<file path="config.mk">
export PLATFORM = sky130hd
export DESIGN_NAME = iter_sched
export DESIGN_NICKNAME = d
export VERILOG_FILES = /design/src/rtl/iter_sched_pkg.sv /design/src/rtl/ev_flags.sv /design/src/rtl/tile_ctr.sv /design/src/rtl/iter_fsm.sv /design/src/rtl/iter_sched.sv
export SDC_FILE = /design/constraint.sdc
export NUM_CORES = 1
export LEC_CHECK = 0
export BUFFER_PORTS_ARGS = -buffer_cell sky130_fd_sc_hd__buf_2
export CORE_ASPECT_RATIO = 0.75
export CORE_MARGIN = 8
export CORE_UTILIZATION = 54
export DETAILED_ROUTE_END_ITERATION = 10
export PLACE_DENSITY = 0.85
export SYNTH_ARGS = -nofsm -noshare
export SYNTH_HDL_FRONTEND = slang
export SYNTH_SLANG_ARGS = --single-unit
</file>
<file path="constraint.sdc">
create_clock -name clk_i -period 2.2 [get_ports clk_i]
set_clock_uncertainty 0.2 [all_clocks]
set_input_delay 0.66 -clock clk_i [delete_from_list [all_inputs] [get_ports clk_i]]
set_output_delay 0.66 -clock clk_i [all_outputs]
set_load 0.05 [all_outputs]
</file>
<file path="src/rtl/iter_sched_pkg.sv">
package iter_sched_pkg;
    localparam int NUM_SRC = 3;
    localparam int SRC_IN  = 0;
    localparam int SRC_OUT = 1;
    localparam int SRC_ACC = 2;

    typedef enum logic [2:0] {
        PH_IDLE,
        PH_WAIT,
        PH_WAKE,
        PH_ARMED,
        PH_FIRE,
        PH_SLEEP,
        PH_DONE
    } phase_e;
endpackage

</file>
<file path="src/rtl/ev_flags.sv">
module ev_flags #(
    parameter int N = 3
) (
    input  logic         clk_i,
    input  logic         rst_ni,
    input  logic [N-1:0] ev_i,
    input  logic         set_all_i,
    input  logic         clr_all_i,
    output logic [N-1:0] flags_o
);
    typedef struct packed {
        logic [N-1:0] flags;
    } flg_s;

    flg_s         s_d, s_q;
    logic [N-1:0] nxt;

    // a new event wins over the clear in the same cycle
    for (genvar g = 0; g < N; g++) begin : g_bit
        assign nxt[g] = set_all_i | ev_i[g] | (s_q.flags[g] & ~clr_all_i);
    end

    always_comb begin
        s_d       = s_q;
        s_d.flags = nxt;
    end

    always_ff @(posedge clk_i or negedge rst_ni) begin
        if (!rst_ni) s_q <= '0;
        else         s_q <= s_d;
    end

    assign flags_o = s_q.flags;
endmodule

</file>
<file path="src/rtl/tile_ctr.sv">
module tile_ctr #(
    parameter int W = 16
) (
    input  logic         clk_i,
    input  logic         rst_ni,
    input  logic         load_i,
    input  logic [W-1:0] total_i,
    input  logic         inc_i,
    output logic [W-1:0] idx_o,
    output logic         reached_o
);
    typedef struct packed {
        logic [W-1:0] idx;
        logic [W-1:0] total;
    } ctr_s;

    ctr_s s_d, s_q;

    always_comb begin
        s_d = s_q;
        if (load_i) begin
            s_d.idx   = '0;
            s_d.total = total_i;
        end else if (inc_i) begin
            s_d.idx = s_q.idx + W'(1);
        end
    end

    always_ff @(posedge clk_i or negedge rst_ni) begin
        if (!rst_ni) s_q <= '0;
        else         s_q <= s_d;
    end

    assign idx_o     = s_q.idx;
    assign reached_o = (s_q.idx == s_q.total);
endmodule

</file>
<file path="src/rtl/iter_fsm.sv">
module iter_fsm
    import iter_sched_pkg::*;
(
    input  logic clk_i,
    input  logic rst_ni,
    input  logic start_i,
    input  logic zero_total_i,
    input  logic ready_i,
    input  logic go_i,
    input  logic reached_i,
    output logic load_o,
    output logic clr_o,
    output logic wake_o,
    output logic fire_o,
    output logic sleep_o,
    output logic done_o
);
    typedef struct packed {
        phase_e phase;
    } fsm_s;

    fsm_s s_d, s_q;
    logic accept;

    assign accept = start_i && (s_q.phase == PH_IDLE || s_q.phase == PH_DONE);

    always_comb begin
        s_d = s_q;
        if (accept) begin
            s_d.phase = zero_total_i ? PH_DONE : PH_WAIT;
        end else begin
            unique case (s_q.phase)
                PH_WAIT:  if (ready_i) s_d.phase = PH_WAKE;
                PH_WAKE:  s_d.phase = PH_ARMED;
                PH_ARMED: if (go_i) s_d.phase = PH_FIRE;
                PH_FIRE:  s_d.phase = PH_SLEEP;
                PH_SLEEP: s_d.phase = reached_i ? PH_DONE : PH_WAIT;
                default:  s_d.phase = s_q.phase;
            endcase
        end
    end

    always_ff @(posedge clk_i or negedge rst_ni) begin
        if (!rst_ni) s_q <= '{phase: PH_IDLE};
        else         s_q <= s_d;
    end

    assign load_o  = accept;
    assign clr_o   = (s_q.phase == PH_FIRE);
    assign wake_o  = (s_q.phase == PH_WAKE);
    assign fire_o  = (s_q.phase == PH_FIRE);
    assign sleep_o = (s_q.phase == PH_SLEEP);
    assign done_o  = (s_q.phase == PH_DONE);
endmodule

</file>
<file path="src/rtl/iter_sched.sv">
module iter_sched
    import iter_sched_pkg::*;
#(
    parameter int CNT_W = 16
) (
    input  logic             clk_i,
    input  logic             rst_ni,
    input  logic             run_start_i,
    input  logic [CNT_W-1:0] cfg_tiles_i,
    input  logic             in_done_ev_i,
    input  logic             out_done_ev_i,
    input  logic             acc_done_ev_i,
    input  logic             src_valid_i,
    input  logic             dst_ready_i,
    input  logic             cores_idle_i,
    input  logic             cfg_go_i,
    output logic             wake_ev_o,
    output logic             trig_in_o,
    output logic             trig_out_o,
    output logic             trig_acc_o,
    output logic             sleep_ev_o,
    output logic             done_o,
    output logic [CNT_W-1:0] tile_idx_o
);
    logic [NUM_SRC-1:0] ev_w;
    logic [NUM_SRC-1:0] flags_w;
    logic               load_w, clr_w, fire_w, reached_w, ready_w;

    assign ev_w[SRC_IN]  = in_done_ev_i;
    assign ev_w[SRC_OUT] = out_done_ev_i;
    assign ev_w[SRC_ACC] = acc_done_ev_i;

    assign ready_w = (&flags_w) && src_valid_i && dst_ready_i && cores_idle_i;

    ev_flags #(.N(NUM_SRC)) u_flags (
        .clk_i     (clk_i),
        .rst_ni    (rst_ni),
        .ev_i      (ev_w),
        .set_all_i (load_w),
        .clr_all_i (clr_w),
        .flags_o   (flags_w)
    );

    tile_ctr #(.W(CNT_W)) u_ctr (
        .clk_i     (clk_i),
        .rst_ni    (rst_ni),
        .load_i    (load_w),
        .total_i   (cfg_tiles_i),
        .inc_i     (fire_w),
        .idx_o     (tile_idx_o),
        .reached_o (reached_w)
    );

    iter_fsm u_fsm (
        .clk_i        (clk_i),
        .rst_ni       (rst_ni),
        .start_i      (run_start_i),
        .zero_total_i (cfg_tiles_i == '0),
        .ready_i      (ready_w),
        .go_i         (cfg_go_i),
        .reached_i    (reached_w),
        .load_o       (load_w),
        .clr_o        (clr_w),
        .wake_o       (wake_ev_o),
        .fire_o       (fire_w),
        .sleep_o      (sleep_ev_o),
        .done_o       (done_o)
    );

    assign trig_in_o  = fire_w;
    assign trig_out_o = fire_w;
    assign trig_acc_o = fire_w;
endmodule

</file>
==> out/results.ini <==
[power_and_ir_drop]
power.switching_mw = 1.18
vdd_drop_max_mv = 0.551
seq_power_share_pct = 37.7
clkPwrFrac_pct = 19.4
finalPower_mw = 2.93
intPower_mw = 1.75
combPwrFrac_pct = 42.9
leakagePower_nw = 1.24
switching_share_pct = 40.3
p_per_area_nw_per_um2 = 1170

[place]
preCtsSetupSlack_ns = 0.0313
hpwl_um = 3570
routabilityCongestion = 0.892
io_buffers = 47

[setup_path]
crit_path_cell_trace = nand2b_4, inv_6, buf_4
worst-setup-path-type = reg -> out
cp_max_fo = 12
arrival_ns = 1.30
crit_required_ns = 1.34
endpoint_kind = primary output
cp_slowest_cell = dfrtp_2
max_stage_delay_ns = 0.48
worst_setup_path_start_kind = flip-flop

[layout]
diodes = 0
fin_nets = 304
final_common_cell = nand2_1
multi_input_area_um2 = 1010
num-fill-cells = 325
syn2layout_area_growth_pct = 16.9
drive_gt1_share_pct = 28.1
final_cell_mix = 67 x nand2_1, 42 x buf_2, 37 x dfrtp_1
regArea_um2 = 952

[logic_synthesis]
syn_area_per_cell_um2 = 8.96
async_reset_ff_share_pct = 100
synth_warnings = 0
synth_seq_cells = 38
synth.cell_area_um2 = 2130
syn-num-nets = 265
ys_seq_area_share_pct = 44.6
synth_ff_type = dfrtp_1
synth_edf_count = 0
synth_cell_type_count = 40
syn_inst = 238

[grt]
gr-total-overflow = 0
track_usage_pct = 16.2
grt_pass1_wl_um = 7780
antenna_found_initial = 0
grt_max_degree = 39
first_global_vias = 1671

[drt]
drc = 0
viasPerCell = 5.22
routed_wl_um = 4820
avgRoutedWirePerCell_um = 14.6
drt_pass1_iterations = 6
drtIter0Drc = 130
num_vias = 1724
ant_nets = 0

[clocking]
clock-sinks = 38
cts_buffer_depth = 2
cts_max_level = 2
clock-root-buffer = clkbuf_8
numCtsBuffers = 5
clkSlewWorstSetupHoldPaths_ns = 0.07
clk_latency_ns = 0.30
ctsHoldBuffers = 0
cts_tree = yes

[timing]
worst_slew_pin_slew_ns = 0.545
post-route-period-util_pct = 98.2
final-hold-violation-count = 0
setup_ws_ns = 0.0385
max_freq_mhz = 463
slew_headroom_pct = 63.4
slew_violations = 0
period_minus_slack_ns = 2.16
setup_viol = 0

[floorplanning]
die_h_um = 70.4
core-area_um2 = 3730
die_area_um2 = 6240
num_rows = 19
initial_utilization_pct = 57.1
die-width_um = 88.6
pin_count = 48

[run]
maxCapViolCount = 0

[min_path]
hold_class = in -> async

[outcome]
status = finished, final reports clean

[cell type report]
type	count	area share (%)
multi-input combinational	170	40.4
timing repair buffer	58	13.6
clock buffer	8	4.42
sequential	38	38.2
tap	52	2.61
inverter	4	0.803
[metal layers]
metal | up-vias | part of all wire (%) | GRT usage, % | wire length (um)
met2 | 70 | 42 | 23.2 | 2040
met4 | 0 | 1.4 | 6.17 | 69
li1 | 842 | - | - | -
met1 | 805 | 47 | 21.6 | 2250
met3 | 7 | 9.6 | 5.49 | 464
met5 | - | 0 | 0 | 0
[critical path: cells and delay by family (launching register included)]
family | cells | cell delay [ns]
flip-flops | 1 | 0.48
buffers and inverters | 2 | 0.30
AND/OR/NAND/NOR | 1 | 0.22
[state kept, by name, summed over array words and instances, names as in the netlist]
signal / count
u_flags.flags_o: 3
u_ctr.idx_o: 16
u_ctr.s_q: 16
u_fsm.s_q: 3
[power groups by stage]
stage               Sequential (mW)  Clock, mW  Combinational [mW]
floorplan                      1.06          0               0.974
CTS                            1.10      0.573                1.23
global placement               1.11          0                1.17
finish                         1.10      0.568                1.26
global route                   1.13      0.599                1.38
detailed placement             1.11          0                1.20
[cell usage after synthesis (2+ instances only)]
| master | number | area [um2] |
|---|---|---|
| buf_4 | 18 | 135 |
| xor2_1 | 5 | 43.8 |
| nand2_1 | 67 | 251 |
| nor2_1 | 15 | 56.3 |
| inv_1 | 3 | 11.3 |
| dfrtp_1 | 38 | 951 |
| nor4_1 | 5 | 31.3 |
| nand3_1 | 5 | 25.0 |
| and4_1 | 2 | 17.5 |
| o21ai_0 | 4 | 20.0 |
| clkbuf_1 | 4 | 15.0 |
| nand4_1 | 8 | 50.1 |
| nor3_1 | 5 | 25.0 |
| xnor2_1 | 23 | 201 |
| mux2i_1 | 3 | 30.0 |
| a21oi_1 | 4 | 20.0 |
| nand2b_1 | 2 | 12.5 |
| nor3b_1 | 2 | 15.0 |
| buf_2 | 3 | 15.0 |
| nor2b_4 | 2 | 27.5 |
[worst paths after layout]
path | from | end | slack, ns | cells past startpoint
max in group asynchronous | rst_ni | u_fsm.s_q[0]$_DFFE_PN0P_ | 1.25 | 2
min in group clk_i | u_flags.flags_o[2]$_DFF_PN0_ | u_flags.flags_o[2]$_DFF_PN0_ | 0.28 | 2
setup reg to reg | u_ctr.idx_o[6]$_DFFE_PN0P_ | u_fsm.s_q[0]$_DFFE_PN0P_ | 0.22 | 5
setup / recovery | u_fsm.s_q[0]$_DFFE_PN0P_ | trig_out_o | 0.04 | 3
hold / removal | rst_ni | u_ctr.idx_o[9]$_DFFE_PN0P_ | 0.20 | 2
hold reg to reg | u_flags.flags_o[2]$_DFF_PN0_ | u_flags.flags_o[2]$_DFF_PN0_ | 0.28 | 2
[what timing repair did]
| item | in CTS | in global routing |
|---|---|---|
| buffers inserted | 1 | 1 |
| pin swaps | 0 | 1 |
| gates resized for setup | 5 | 3 |
| endpoints found under the setup margin | 5 | 2 |
[metrics by stage]
stage               cells  instance area (um2)  hold slack, ns  utilization [%]  TNS (ns)
floorplan             238                 2140           0.164                -         0
global placement      320                 2350           0.268             62.9         0
detailed placement    320                 2350           0.266             62.9         0
CTS                   329                 2470           0.211             66.3         0
global route          330                 2490           0.244             66.8  -0.00597
finish                330                 2490           0.198             66.8         0
[cell families (layout without fill, tap and decap cells)]
| kind of cell | count (synthesis) | after routing | share of synthesized area [%] |
|---|---|---|---|
| xor+xnor | 28 | 28 | 11.5 |
| simple gates | 124 | 124 | 28.8 |
| fa+ha+maj | 1 | 1 | 0.587 |
| mux | 3 | 3 | 1.41 |
| buf+inv | 30 | 70 | 8.86 |
| flops | 38 | 38 | 44.6 |
| compound gates | 14 | 14 | 4.23 |
No activity file was read; power rests on OpenSTA's default activity.
